$ cat src/rtl/txd_pkg.sv
package txd_pkg;

  typedef enum logic [2:0] {
    S_IDLE,
    S_FETCH,
    S_TRANSFER,
    S_WRITEBACK,
    S_CHECK_NEXT
  } seq_state_e;

  localparam int unsigned DESC_W   = 32;
  localparam int unsigned BIT_OWN  = 31;
  localparam int unsigned BIT_LAST = 30;
  localparam int unsigned BIT_EOR  = 29;
  localparam int unsigned BIT_DONE = 28;

  // Word written back once a buffer has gone out: ownership returns to
  // software and the done status bit is raised; all other bits are kept.
  function automatic logic [DESC_W-1:0] wb_word(input logic [DESC_W-1:0] d);
    logic [DESC_W-1:0] w;
    w           = d;
    w[BIT_OWN]  = 1'b0;
    w[BIT_DONE] = 1'b1;
    return w;
  endfunction

endpackage

$ cat src/rtl/txd_addr_gen.sv
module txd_addr_gen #(
  parameter int ADDR_W = 16,
  parameter int STRIDE = 16
) (
  input  logic              clk,
  input  logic              rst_n,
  input  logic              load_base,
  input  logic              advance,
  input  logic              wrap,
  input  logic [ADDR_W-1:0] base,
  output logic [ADDR_W-1:0] cur_addr
);
  localparam logic [ADDR_W-1:0] STEP = ADDR_W'(STRIDE);

  function automatic logic [ADDR_W-1:0] step_addr(
    input logic [ADDR_W-1:0] a,
    input logic [ADDR_W-1:0] b,
    input logic              w
  );
    return w ? b : a + STEP;
  endfunction

  always_ff @(posedge clk) begin
    if (!rst_n)         cur_addr <= '0;
    else if (load_base) cur_addr <= base;
    else if (advance)   cur_addr <= step_addr(cur_addr, base, wrap);
  end
endmodule

$ cat src/rtl/txd_irq_flag.sv
module txd_irq_flag (
  input  logic clk,
  input  logic rst_n,
  input  logic set,
  input  logic clr,
  output logic q
);
  always_ff @(posedge clk) begin
    if (!rst_n)   q <= 1'b0;
    else if (set) q <= 1'b1;
    else if (clr) q <= 1'b0;
  end
endmodule

$ cat src/rtl/txd_seq_fsm.sv
module txd_seq_fsm
  import txd_pkg::*;
#(
  parameter int ADDR_W = 16,
  parameter int LEN_W  = 16
) (
  input  logic              clk,
  input  logic              rst_n,
  input  logic              tx_req,
  input  logic              multi_buf,
  input  logic [ADDR_W-1:0] cur_addr,
  output logic              dm_req,
  output logic              dm_we,
  output logic [ADDR_W-1:0] dm_addr,
  output logic [DESC_W-1:0] dm_wdata,
  input  logic              dm_ack,
  input  logic [DESC_W-1:0] dm_rdata,
  output logic              mv_req,
  output logic [LEN_W-1:0]  mv_len,
  output logic              mv_last,
  input  logic              mv_done,
  output logic              load_base,
  output logic              advance,
  output logic              wrap,
  output logic              ev_complete,
  output logic              ev_exhaust
);
  seq_state_e        state, state_nx;
  logic [DESC_W-1:0] desc;
  logic              in_frame;
  logic              started;
  logic              rd_owned;
  logic              frame_end;

  assign rd_owned  = dm_rdata[BIT_OWN];
  assign frame_end = desc[BIT_LAST] | ~multi_buf;

  assign dm_req   = (state == S_FETCH) || (state == S_WRITEBACK) || (state == S_CHECK_NEXT);
  assign dm_we    = (state == S_WRITEBACK);
  assign dm_addr  = cur_addr;
  assign dm_wdata = wb_word(desc);
  assign mv_req   = (state == S_TRANSFER);
  assign mv_len   = desc[LEN_W-1:0];
  assign mv_last  = frame_end;

  assign load_base = (state == S_IDLE) && tx_req && !started;
  assign advance   = (state == S_WRITEBACK) && dm_ack;
  assign wrap      = desc[BIT_EOR];

  always_comb begin
    state_nx    = state;
    ev_complete = 1'b0;
    ev_exhaust  = 1'b0;
    unique case (state)
      S_IDLE: if (tx_req) state_nx = S_FETCH;
      S_FETCH: if (dm_ack) begin
        if (rd_owned) state_nx = S_TRANSFER;
        else begin
          ev_exhaust = in_frame;
          state_nx   = S_IDLE;
        end
      end
      S_TRANSFER: if (mv_done) state_nx = S_WRITEBACK;
      S_WRITEBACK: if (dm_ack) begin
        if (frame_end && multi_buf) state_nx = S_CHECK_NEXT;
        else begin
          ev_complete = frame_end;
          state_nx    = S_FETCH;
        end
      end
      S_CHECK_NEXT: if (dm_ack) begin
        if (rd_owned) state_nx = S_TRANSFER;
        else begin
          ev_complete = 1'b1;
          state_nx    = S_IDLE;
        end
      end
      default: state_nx = S_IDLE;
    endcase
  end

  always_ff @(posedge clk) begin
    if (!rst_n) begin
      state    <= S_IDLE;
      desc     <= '0;
      in_frame <= 1'b0;
      started  <= 1'b0;
    end else begin
      state <= state_nx;
      if (load_base) started <= 1'b1;
      if ((state == S_FETCH || state == S_CHECK_NEXT) && dm_ack && rd_owned)
        desc <= dm_rdata;
      if (state == S_FETCH && dm_ack && !rd_owned) in_frame <= 1'b0;
      if (advance) in_frame <= ~frame_end;
    end
  end
endmodule

$ cat src/rtl/txd_chain_seq.sv
module txd_chain_seq #(
  parameter int ADDR_W = 16,
  parameter int LEN_W  = 16,
  parameter int STRIDE = 16
) (
  input  logic              clk,
  input  logic              rst_n,
  input  logic              tx_req,
  input  logic              multi_buf,
  input  logic [ADDR_W-1:0] ring_base,
  input  logic              irq_clr,
  output logic              dm_req,
  output logic              dm_we,
  output logic [ADDR_W-1:0] dm_addr,
  output logic [31:0]       dm_wdata,
  input  logic              dm_ack,
  input  logic [31:0]       dm_rdata,
  output logic              mv_req,
  output logic [LEN_W-1:0]  mv_len,
  output logic              mv_last,
  input  logic              mv_done,
  output logic              tc_flag,
  output logic              tde_flag
);
  localparam int NFLAG = 2;

  logic [ADDR_W-1:0] cur_addr;
  logic              load_base, advance, wrap;
  logic              ev_complete, ev_exhaust;
  logic [NFLAG-1:0]  flag_set, flag_q;

  txd_seq_fsm #(.ADDR_W(ADDR_W), .LEN_W(LEN_W)) u_fsm (
    .clk(clk), .rst_n(rst_n), .tx_req(tx_req), .multi_buf(multi_buf),
    .cur_addr(cur_addr), .dm_req(dm_req), .dm_we(dm_we), .dm_addr(dm_addr),
    .dm_wdata(dm_wdata), .dm_ack(dm_ack), .dm_rdata(dm_rdata),
    .mv_req(mv_req), .mv_len(mv_len), .mv_last(mv_last), .mv_done(mv_done),
    .load_base(load_base), .advance(advance), .wrap(wrap),
    .ev_complete(ev_complete), .ev_exhaust(ev_exhaust)
  );

  txd_addr_gen #(.ADDR_W(ADDR_W), .STRIDE(STRIDE)) u_addr (
    .clk(clk), .rst_n(rst_n), .load_base(load_base), .advance(advance),
    .wrap(wrap), .base(ring_base), .cur_addr(cur_addr)
  );

  assign flag_set = {ev_exhaust, ev_complete};

  for (genvar i = 0; i < NFLAG; i++) begin : g_flag
    txd_irq_flag u_flag (
      .clk(clk), .rst_n(rst_n), .set(flag_set[i]), .clr(irq_clr), .q(flag_q[i])
    );
  end

  assign tc_flag  = flag_q[0];
  assign tde_flag = flag_q[1];
endmodule

$ cat config.mk
export PLATFORM = sky130hd
export DESIGN_NAME = txd_chain_seq
export DESIGN_NICKNAME = d
export VERILOG_FILES = /design/src/rtl/txd_pkg.sv /design/src/rtl/txd_addr_gen.sv /design/src/rtl/txd_irq_flag.sv /design/src/rtl/txd_seq_fsm.sv /design/src/rtl/txd_chain_seq.sv
export SDC_FILE = /design/constraint.sdc
export NUM_CORES = 1
export LEC_CHECK = 0
export ABC_AREA = 1
export BUFFER_PORTS_ARGS = -buffer_cell sky130_fd_sc_hd__buf_4
export CORE_AREA = 2 2 74 94
export DETAILED_ROUTE_END_ITERATION = 6
export DIE_AREA = 0 0 76 96
export PLACE_DENSITY = 0.77
export SYNTH_ARGS = -nofsm -noshare
export SYNTH_HDL_FRONTEND = slang
export SYNTH_SLANG_ARGS = --single-unit
$ cat constraint.sdc
create_clock -name clk -period 1.2 [get_ports clk]
set_input_delay 0.06 -clock clk [delete_from_list [all_inputs] [get_ports clk]]
set_output_delay 0.06 -clock clk [all_outputs]
set_load 0.02 [all_outputs]
==> results of run 1 <==
==> placed cells by master (no fill, tap or decap), drive strengths merged <==
cell	n
xor2	4
o211ai	1
dlygate4sd3	3
clkbuf	6
inv	65
dfxtp	53
buf	150
nand3	15
a31oi	2
nor2	30
o21ai	50
nand2	71
o22ai	1
a21oi	41
ha	1
conb	2
nand4	3
nand3b	2
clkinv	4
xnor2	1
or2	1
==> flip-flops by register name, summed over array words and instances (netlist names) <==
register,cells
u_fsm.started,1
u_fsm.in_frame,1
u_fsm.state,3
u_fsm.desc,30
g_flag.u_flag.q,2
u_addr.cur_addr,16
==> area by class of cell <==
type                       instances  area (sq um)
multi-input combinational        225          1290
tap                               87           109
sequential                        53          1080
timing repair buffer             154          1260
fill                             542          2300
inverter                          66           260
clock buffer                       5          68.8
clock inverter                     3          22.5
==> through the flow <==
step                hold WS [ns]  setup TNS, ns   util
global placement           0.294          -4.20  0.570
detailed placement         0.315          -7.65  0.570
global route              0.0176         -11.11  0.640
finish                   0.00460          -7.15  0.640
CTS                      0.00910          -5.69  0.608
floorplan                  0.203          -1.06      -
==> synth_stat cells (all sizes together) <==
master | number | area [sq um]
a31oi | 2 | 12.5
xnor2 | 1 | 8.76
nand3b | 2 | 15.0
ha | 1 | 12.5
dfxtp | 53 | 1060
nand2 | 70 | 273
conb | 2 | 7.51
inv | 65 | 244
o211ai | 1 | 7.51
o21ai | 50 | 254
xor2 | 4 | 35.0
nand3 | 15 | 80.1
clkbuf | 4 | 15.0
or2 | 1 | 6.26
nand4 | 3 | 25.0
buf | 29 | 210
nor2 | 30 | 123
o22ai | 1 | 6.26
a21oi | 41 | 205
clkinv | 1 | 3.75
==> worst paths after layout <==
check,startpoint,end,cells after the start
setup / recovery,u_fsm.state[1]$_SDFFE_PN0P_,u_fsm.desc[3]$_SDFFE_PN0P_,7
hold / removal,ring_base[9],u_addr.cur_addr[9]$_SDFFE_PN0P_,3
setup reg to reg,u_fsm.state[1]$_SDFFE_PN0P_,u_fsm.desc[3]$_SDFFE_PN0P_,7
hold reg to reg,u_fsm.desc[25]$_SDFFE_PN0P_,u_fsm.desc[25]$_SDFFE_PN0P_,2
==> kinds of logic after synthesis <==
| logic type | Yosys count |
|---|---|
| XOR/XNOR | 5 |
| buffers and inverters | 99 |
| adder cells (fa/ha/maj) | 1 |
| AND/OR/NAND/NOR | 121 |
| AO/OA/AOI/OAI | 95 |
| other | 2 |
| flip-flops | 53 |
==> critical path: cells and delay by family (launching register included) <==
kind / cells / cell delay [ns]
simple gates: 3 / 0.40
flops: 1 / 0.38
compound gates: 3 / 0.32
buf+inv: 1 / 0.18
==> per-layer routing <==
metal  GRT usage  wire length (microns)  up-vias
met5           0                      0        -
met4      0.0758                    194        0
met3      0.0385                    410       20
met2       0.372                   4200      113
met1       0.188                   2920     1309
li1            -                      -     1422
==> power breakdown <==
part / total [uW] / switching (uW) / internal (uW)
sequential: 2690 / 431 / 2260
clock: 1050 / 630 / 416
combinational: 5280 / 2920 / 2360
==> timing repair <==
action | 4_1_cts | 5_1_grt
setup buffers | 4 | 2
endpoints found under the hold margin | 3 | 0
gates resized for setup | 35 | 54
pin swaps | 2 | 18
setup endpoints to repair | 52 | 54
hold buffers | 3 | 0
gates cloned | 1 | 1
==> qor.yml, run 1 <==
status:
  outcome: "finished with violations"
  violations: "setup timing"
drt:
  ant_nets: 0
  drt-vias-per-instance: 4.83
  drt_iter0_drc: 76
  wl_per_cell_microns: 13.0
  routed_wl_mm: 7.73
  first_pass_iters: 4
  vias: 2864
  drc: 0
logic_synthesis:
  synthMuxAreaShare: 0
  syn_area_sq_um: 2600
  synth_xor_area_frac: 0.0168
  yosysWarnings: 0
  syn-num-nets: 432
  synthCells: 376
  synthAdderAreaFrac: 0.00480
  synth_area_per_cell_sq_um: 6.93
  yosysSeqAreaShare: 0.407
  ys_types: 30
  synth_seq_cells: 53
  synth-simple-area-share: 0.200
  synth_compound_area_frac: 0.186
  synth_top_family_by_area: "simple AND/OR/NAND/NOR gates"
placement:
  pre_cts_slack_ns: -0.232
  dp_hpwl_mm: 5.27
  dpl.cell_count: 574
  io_buffers: 121
  place.gp.congestion: 0.920
  postPlaceCellArea_sq_um: 3650
timing:
  setup_viol: 54
  report.final.slew_viol_count: 0
  setup_ws_ns: -0.186
  fmax_mhz: 721
  finalClockSkew_ns: 0.0117
  hold_viol_final: 0
  layout_min_cycle_time_ns: 1.39
  rsz0062_at_grt: "yes"
  period_share: 1.16
critical_path:
  end_kind: "flip-flop"
  cp_cell_sequence: "nor2_4 > nand2_2 > o21ai_4 > nand3_4 > buf_12 > o21ai_0 > a21oi_1"
  arrival_ns: 1.60
  slowest_stage: "dfxtp_4"
  crit_fanout: 30
  slowest_delay_ns: 0.38
  crit_type: "reg -> reg"
  cp_data_required_time_ns: 1.41
  crit_path_start_kind: "flip-flop"
  r2r_slack_ns: -0.19
global_routing:
  grt_max_degree: 61
  first_global_vias: 2639
  grt_pass1_wl_mm: 11.1
  overflow: 0
  antenna_found_initial: 0
  track_usage: 0.185
cts:
  insertion_delay_ns: 0.31
  numCtsBuffers: 5
  cts_tree: "done"
  htreeDepth: 2
  clock-sinks: 53
  path_clk_slew_ns: 0.10
  cts_buffer_depth: 2
  root_buffer: "clkbuf_8"
final_layout:
  fin_area_sq_um: 4100
  fin_nets: 561
  final_cells: 593
  syn2layout_area_growth_pct: 57.2
  antenna_cells: 0
  drive_above_1_share: 0.435
floorplanning:
  die-area_sq_um: 7300
  start_util: 0.407
  ios: 125
  fp.dieW_microns: 76
  fp-row-count: 33
  coreArea_sq_um: 6400
  die_h_microns: 96
run:
  maxCapViolations: 0
pwr:
  total_power_uw: 9020
  p_leak_uw: 0.00193
  powerDensity_nw_per_um2: 2200
  ir_worst_vdd_uv: 1280
hold_path:
  hold_path.class: "in -> reg"
Note: power is estimated with default switching activity, not from simulation.
==> run 2: changes to the inputs <==
GPL_TIMING_DRIVEN = 0   (was default)
SKIP_CTS_REPAIR_TIMING = 1   (was default)
==> qor.yml, run 2 (synthesis gave the netlist of run 1 again) <==
critical_path:
  crit_fanout: 4  # was 30
  cp_top_family: "simple AND/OR/NAND/NOR gates"  # unchanged
  slowest_stage: "dfxtp_4"  # unchanged
  crit_type: "reg -> reg"  # unchanged
  end_kind: "flip-flop"  # unchanged
  cp_data_required_time_ns: 1.40  # was 1.41 ns
  crit_path_start_kind: "flip-flop"  # unchanged
  arrival_ns: 1.56  # was 1.60 ns
  slowest_delay_ns: 0.38  # about the same
  cp_num_buf_inv: 1  # unchanged
  cp_cell_sequence: "nor2_4 > nand2_2 > nand2_2 > nand2_1 > o21ai_0 > inv_1 > nand2_2 > nand2_1 > nand2_1 > nor2_1"  # was nor2_4 > nand2_2 > o21ai_4 > nand3_4 > buf_12 > o21ai_0 > a21oi_1
floorplanning:
  fp-row-count: 33  # unchanged
  die_h_microns: 96  # unchanged
  die-area_sq_um: 7300  # unchanged
  fp.dieW_microns: 76  # unchanged
  ios: 125  # unchanged
  coreArea_sq_um: 6400  # unchanged
  start_util: 0.407  # unchanged
final_layout:
  antenna_cells: 0  # unchanged
  drive_above_1_share: 0.386  # was 0.435
  reg_top3: "u_fsm.desc x30, u_addr.cur_addr x16, u_fsm.state x3"  # unchanged
  syn2layout_area_growth_pct: 49.4  # was 57.2%
  top_register: "u_fsm.desc"  # unchanged
  fin_area_sq_um: 3890  # was 4100 sq um
  final_util: 0.608  # was 0.640
  layout_common_cells: "141 x buf_4, 61 x inv_1, 61 x nand2_1"  # was 135 x buf_4, 57 x inv_1, 54 x nand2_1
  largest_reg_flops: 30  # unchanged
  fin_nets: 565  # was 561
  fillers: 607  # was 542
  layout_commonest_cell: "buf_4"  # unchanged
cts:
  path_clk_slew_ns: 0.10  # about the same
  numCtsBuffers: 5  # unchanged
  htreeDepth: 2  # unchanged
  root_buffer: "clkbuf_8"  # unchanged
  cts_tree: "done"  # unchanged
  insertion_delay_ns: 0.31  # about the same
  clock-sinks: 53  # unchanged
  cts_buffer_depth: 2  # unchanged
drt:
  vias: 2791  # was 2864
  wl_per_cell_microns: 12.1  # was 13.0 microns
  ant_nets: 0  # unchanged
  drc: 0  # unchanged
  drt-vias-per-instance: 4.68  # was 4.83
  routed_wl_mm: 7.24  # was 7.73 mm
  drt_iter0_drc: 59  # was 76
  first_pass_iters: 5  # was 4
placement:
  postPlaceCellArea_sq_um: 3680  # was 3650 sq um
  dp_hpwl_mm: 5.50  # was 5.27 mm
  place.gp.congestion: 0.832  # was 0.920
  io_buffers: 121  # unchanged
global_routing:
  antenna_found_initial: 0  # unchanged
  grt_max_degree: 18  # was 61
  track_usage: 0.185  # about the same
  overflow: 0  # unchanged
  grt_pass1_wl_mm: 11.1  # about the same
  first_global_vias: 2480  # was 2639
pwr:
  ir_worst_vdd_uv: 1130  # was 1280 uV
  total_power_uw: 8190  # was 9020 uW
  powerDensity_nw_per_um2: 2100  # was 2200 nW/um^2
  p_leak_uw: 0.00187  # was 0.00193 uW
hold_path:
  hold_path.class: "in -> reg"  # unchanged
status:
  outcome: "finished with violations"  # unchanged
  violations: "hold timing, setup timing"  # was setup timing
timing:
  setup_viol: 52  # was 54
  report.final.slew_viol_count: 0  # unchanged
  rsz0062_at_grt: "yes"  # unchanged
  layout_min_cycle_time_ns: 1.36  # was 1.39 ns
  hold_slack_ns: -0.00414  # was 0.00460 ns
  hold_viol_final: 1  # was 0
  setup_ws_ns: -0.156  # was -0.186 ns
  period_share: 1.13  # was 1.16
  fmax_mhz: 737  # was 721 MHz
  finalClockSkew_ns: 0.00788  # was 0.0117 ns
run:
  maxCapViolations: 0  # unchanged
## run 2: cell types whose count changed in the layout (fill, tap and decap cells not counted), moves of 4 or more
| cell | delta |
|---|---|
| nand2_2 | -4 |
| nand2_1 | +7 |
| o21ai_2 | -4 |
| buf_4 | +6 |
| inv_1 | +4 |
| a21oi_2 | -4 |
| a21oi_1 | +4 |
| clkbuf_1 | +4 |
## run 2: through the flow
stage | TNS (ns) | cells | setup slack, ns
after floorplan | -1.06 | 376 | -0.0632
after global placement | -7.12 | 584 | -0.183
after detailed placement | -8.50 | 584 | -0.265
after CTS | -9.33 | 592 | -0.278
after global routing | -9.64 | 597 | -0.244
final | -5.42 | 597 | -0.156
## run 2: path summary, 6_finish.rpt
path	from	to	slack (ns)	cells after the start
max	u_fsm.state[0]$_SDFFE_PN0P_	u_fsm.state[2]$_SDFFE_PN0P_	-0.16	10
min	ring_base[3]	u_addr.cur_addr[3]$_SDFFE_PN0P_	-0.004	3
max reg2reg	u_fsm.state[0]$_SDFFE_PN0P_	u_fsm.state[2]$_SDFFE_PN0P_	-0.16	10
min reg2reg	u_fsm.desc[27]$_SDFFE_PN0P_	u_fsm.desc[27]$_SDFFE_PN0P_	0.45	2
## run 2: final cells by class
class | count | area (sq um) | share of cell area
multi-input combinational | 224 | 1150 | 0.295
sequential | 53 | 1080 | 0.278
timing repair buffer | 126 | 963 | 0.248
inverter | 66 | 253 | 0.0649
buffer | 33 | 248 | 0.0636
tap | 87 | 109 | 0.0280
clock buffer | 5 | 68.8 | 0.0177
clock inverter | 3 | 20.0 | 0.00514
## run 2: metal layers
metal	routed length (microns)	global-route usage	vias to the layer above	share of wire
li1	-	-	1425	-
met3	354	0.0319	4	0.049
met2	4030	0.373	83	0.56
met4	47	0.0455	0	0.0065
met1	2800	0.200	1279	0.39
met5	0	0	-	0
## run 2: tightest hold or removal path: cells and delay by family
kind,cells,cell delay (ns)
AOI/OAI and AO/OA,1,0.06
and+or+nand+nor,1,0.07
buffers and inverters,1,0.08
## run 2: report_power, final
| part | leakage (uW) | switching, uW | internal (uW) |
|---|---|---|---|
| combinational | 0.00138 | 2490 | 1910 |
| sequential | 0.000436 | 484 | 2270 |
| clock | 0.0000489 | 625 | 418 |
==> run 3: changes to the inputs <==
CELL_PAD_IN_SITES_DETAIL_PLACEMENT = 1   (was default)
CELL_PAD_IN_SITES_GLOBAL_PLACEMENT = 2   (was default)
CORE_AREA = 2 2 103 130   (was 2 2 74 94)
CTS_CLUSTER_SIZE = 24   (was default)
DIE_AREA = 0 0 105 132   (was 0 0 76 96)
PLACE_DENSITY = 0.76   (was 0.77)
==> qor.yml, run 3 (synthesis gave the netlist of run 1 again) <==
drt:
  routed_wl_mm: 9.21  # was 7.24 mm
  drt-vias-per-instance: 4.20  # was 4.68
  vias: 2886  # was 2791
  drc: 0  # unchanged
  wl_per_cell_microns: 13.4  # was 12.1 microns
  m1WireLength_mm: 3.76  # was 2.80 mm
  wl_met2_mm: 4.96  # was 4.03 mm
  wl_met3_microns: 365  # was 354 microns
  top_layer_used: "met4"  # unchanged
  ant_nets: 0  # unchanged
  drt_iter0_drc: 68  # was 59
  first_pass_iters: 4  # was 5
critical_path:
  arrival_ns: 1.63  # was 1.56 ns
  crit_path_start_kind: "flip-flop"  # unchanged
  crit_type: "reg -> reg"  # unchanged
  end_kind: "flip-flop"  # unchanged
  crit_fanout: 5  # was 4
  cp_cell_sequence: "nor2_4 > nand4_4 > nand2_4 > buf_12 > clkbuf_16 > o211ai_1 > nand2_1 > inv_1"  # was nor2_4 > nand2_2 > nand2_2 > nand2_1 > o21ai_0 > inv_1 > nand2_2 > nand2_1 > nand2_1 > nor2_1
  cp_num_buf_inv: 3  # was 1
  slowest_stage: "dfxtp_4"  # unchanged
  cp_top_family: "simple AND/OR/NAND/NOR gates"  # unchanged
  cp_data_required_time_ns: 1.40  # about the same
  slowest_delay_ns: 0.37  # was 0.38 ns
global_routing:
  track_usage: 0.127  # was 0.185
  first_global_vias: 2823  # was 2480
  grt_pass1_wl_mm: 14.2  # was 11.1 mm
  antenna_found_initial: 0  # unchanged
  grt_max_degree: 18  # unchanged
  overflow: 0  # unchanged
cts:
  numCtsBuffers: 5  # unchanged
  cts_tree: "done"  # unchanged
  htreeDepth: 2  # unchanged
  root_buffer: "clkbuf_16"  # was clkbuf_8
  clock-sinks: 53  # unchanged
  insertion_delay_ns: 0.30  # was 0.31 ns
  cts_buffer_depth: 2  # unchanged
  path_clk_slew_ns: 0.08  # was 0.10 ns
status:
  violations: "setup timing"  # was hold timing, setup timing
  outcome: "finished with violations"  # unchanged
floorplanning:
  die_h_microns: 132  # was 96 microns
  coreArea_sq_um: 12500  # was 6400 sq um
  fp-row-count: 46  # was 33
  start_util: 0.208  # was 0.407
  ios: 125  # unchanged
  die-area_sq_um: 13900  # was 7300 sq um
  fp.dieW_microns: 105  # was 76 microns
timing:
  rsz0062_at_grt: "yes"  # unchanged
  tightest_slew_ns: 0.546
  setup_ws_ns: -0.224  # was -0.156 ns
  period_share: 1.19  # was 1.13
  report.final.slew_viol_count: 0  # unchanged
  hold_viol_final: 0  # was 1
  fin_tns_setup_ns: -7.21  # was -5.42 ns
  fmax_mhz: 702  # was 737 MHz
  finalClockSkew_ns: 0.0103  # was 0.00788 ns
  max_slew_margin: 0.636
  setup_viol: 53  # was 52
  layout_min_cycle_time_ns: 1.42  # was 1.36 ns
pwr:
  p_leak_uw: 0.00203  # was 0.00187 uW
  pwr-share-seq: 0.285  # was 0.336
  power_switching_uw: 4150  # was 3590 uW
  total_power_uw: 9670  # was 8190 uW
  ir_worst_vdd_uv: 715  # was 1130 uV
  p_clk_frac: 0.153  # was 0.127
  p_int_uw: 5520  # was 4590 uW
  switching_share: 0.429  # was 0.439
  combPwrFrac: 0.562  # was 0.537
  powerDensity_nw_per_um2: 2220  # was 2100 nW/um^2
final_layout:
  top_register: "u_fsm.desc"  # unchanged
  fin_nets: 574  # was 565
  reg_top3: "u_fsm.desc x30, u_addr.cur_addr x16, u_fsm.state x3"  # unchanged
  syn2layout_area_growth_pct: 67.0  # was 49.4%
  layout_common_cells: "151 x buf_4, 59 x inv_1, 53 x nand2_1"  # was 141 x buf_4, 61 x inv_1, 61 x nand2_1
  layout_commonest_cell: "buf_4"  # unchanged
  fin_area_sq_um: 4350  # was 3890 sq um
  drive_above_1_share: 0.480  # was 0.386
  largest_reg_flops: 30  # unchanged
  antenna_cells: 0  # unchanged
placement:
  pre_cts_slack_ns: -0.393  # was -0.265 ns
  place.gp.congestion: 0.760  # was 0.832
  io_buffers: 121  # unchanged
  postPlaceCellArea_sq_um: 3780  # was 3680 sq um
  dp_hpwl_mm: 7.03  # was 5.50 mm
run:
  maxCapViolations: 0  # unchanged
hold_path:
  hold_path.class: "in -> reg"  # unchanged
## run 3: layer usage
metal / vias up / GRT usage
met3: 8 / 0.0247
met4: 0 / 0.0400
li1: 1450 / -
met5: - / 0
met1: 1354 / 0.149
met2: 74 / 0.231
## run 3: worst register-to-register path, stage by stage, from the launching register on
cell and delay (ns):
dfxtp_4 0.37, nor2_4 0.18, nand4_4 0.14, nand2_4 0.18
buf_12 0.12, clkbuf_16 0.14, o211ai_1 0.10, nand2_1 0.08
inv_1 0.04
## run 3: cell type report
type,instances,area [sq um]
fillers,1592,8200
multi-input cells,224,1340
flip-flops and latches,53,1080
repair buffers,135,1050
plain buffers,33,268
inverters,66,255
well taps,168,210
clock buffers,5,125
clock inverters,3,20.0
## run 3: final timing paths
| kind | startpoint | end | slack [ns] | cells past startpoint |
|---|---|---|---|---|
| setup / recovery | u_fsm.state[1]$_SDFFE_PN0P_ | u_addr.cur_addr[4]$_SDFFE_PN0P_ | -0.22 | 8 |
| hold / removal | ring_base[0] | u_addr.cur_addr[0]$_SDFFE_PN0P_ | 0.007 | 3 |
| hold reg to reg | u_fsm.desc[17]$_SDFFE_PN0P_ | u_fsm.desc[17]$_SDFFE_PN0P_ | 0.45 | 2 |
| setup reg to reg | u_fsm.state[1]$_SDFFE_PN0P_ | u_addr.cur_addr[4]$_SDFFE_PN0P_ | -0.22 | 8 |
## run 3: metrics by stage
stage	cells	hold WS, ns	utilization
after floorplan	376	0.203	-
after global placement	665	0.306	0.301
after detailed placement	665	0.313	0.301
after CTS	673	0.00517	0.313
after global routing	687	0.0132	0.347
final	687	0.00726	0.347
## run 3: power groups by stage
stage          Clock, uW  Sequential (uW)  Combinational (uW)
2_1_floorplan          0             3110                2240
3_3_place_gp           0             2750                4130
3_5_place_dp           0             2770                4200
4_1_cts             1560             2730                4220
5_1_grt             1640             2850                5920
6_report            1480             2760                5440
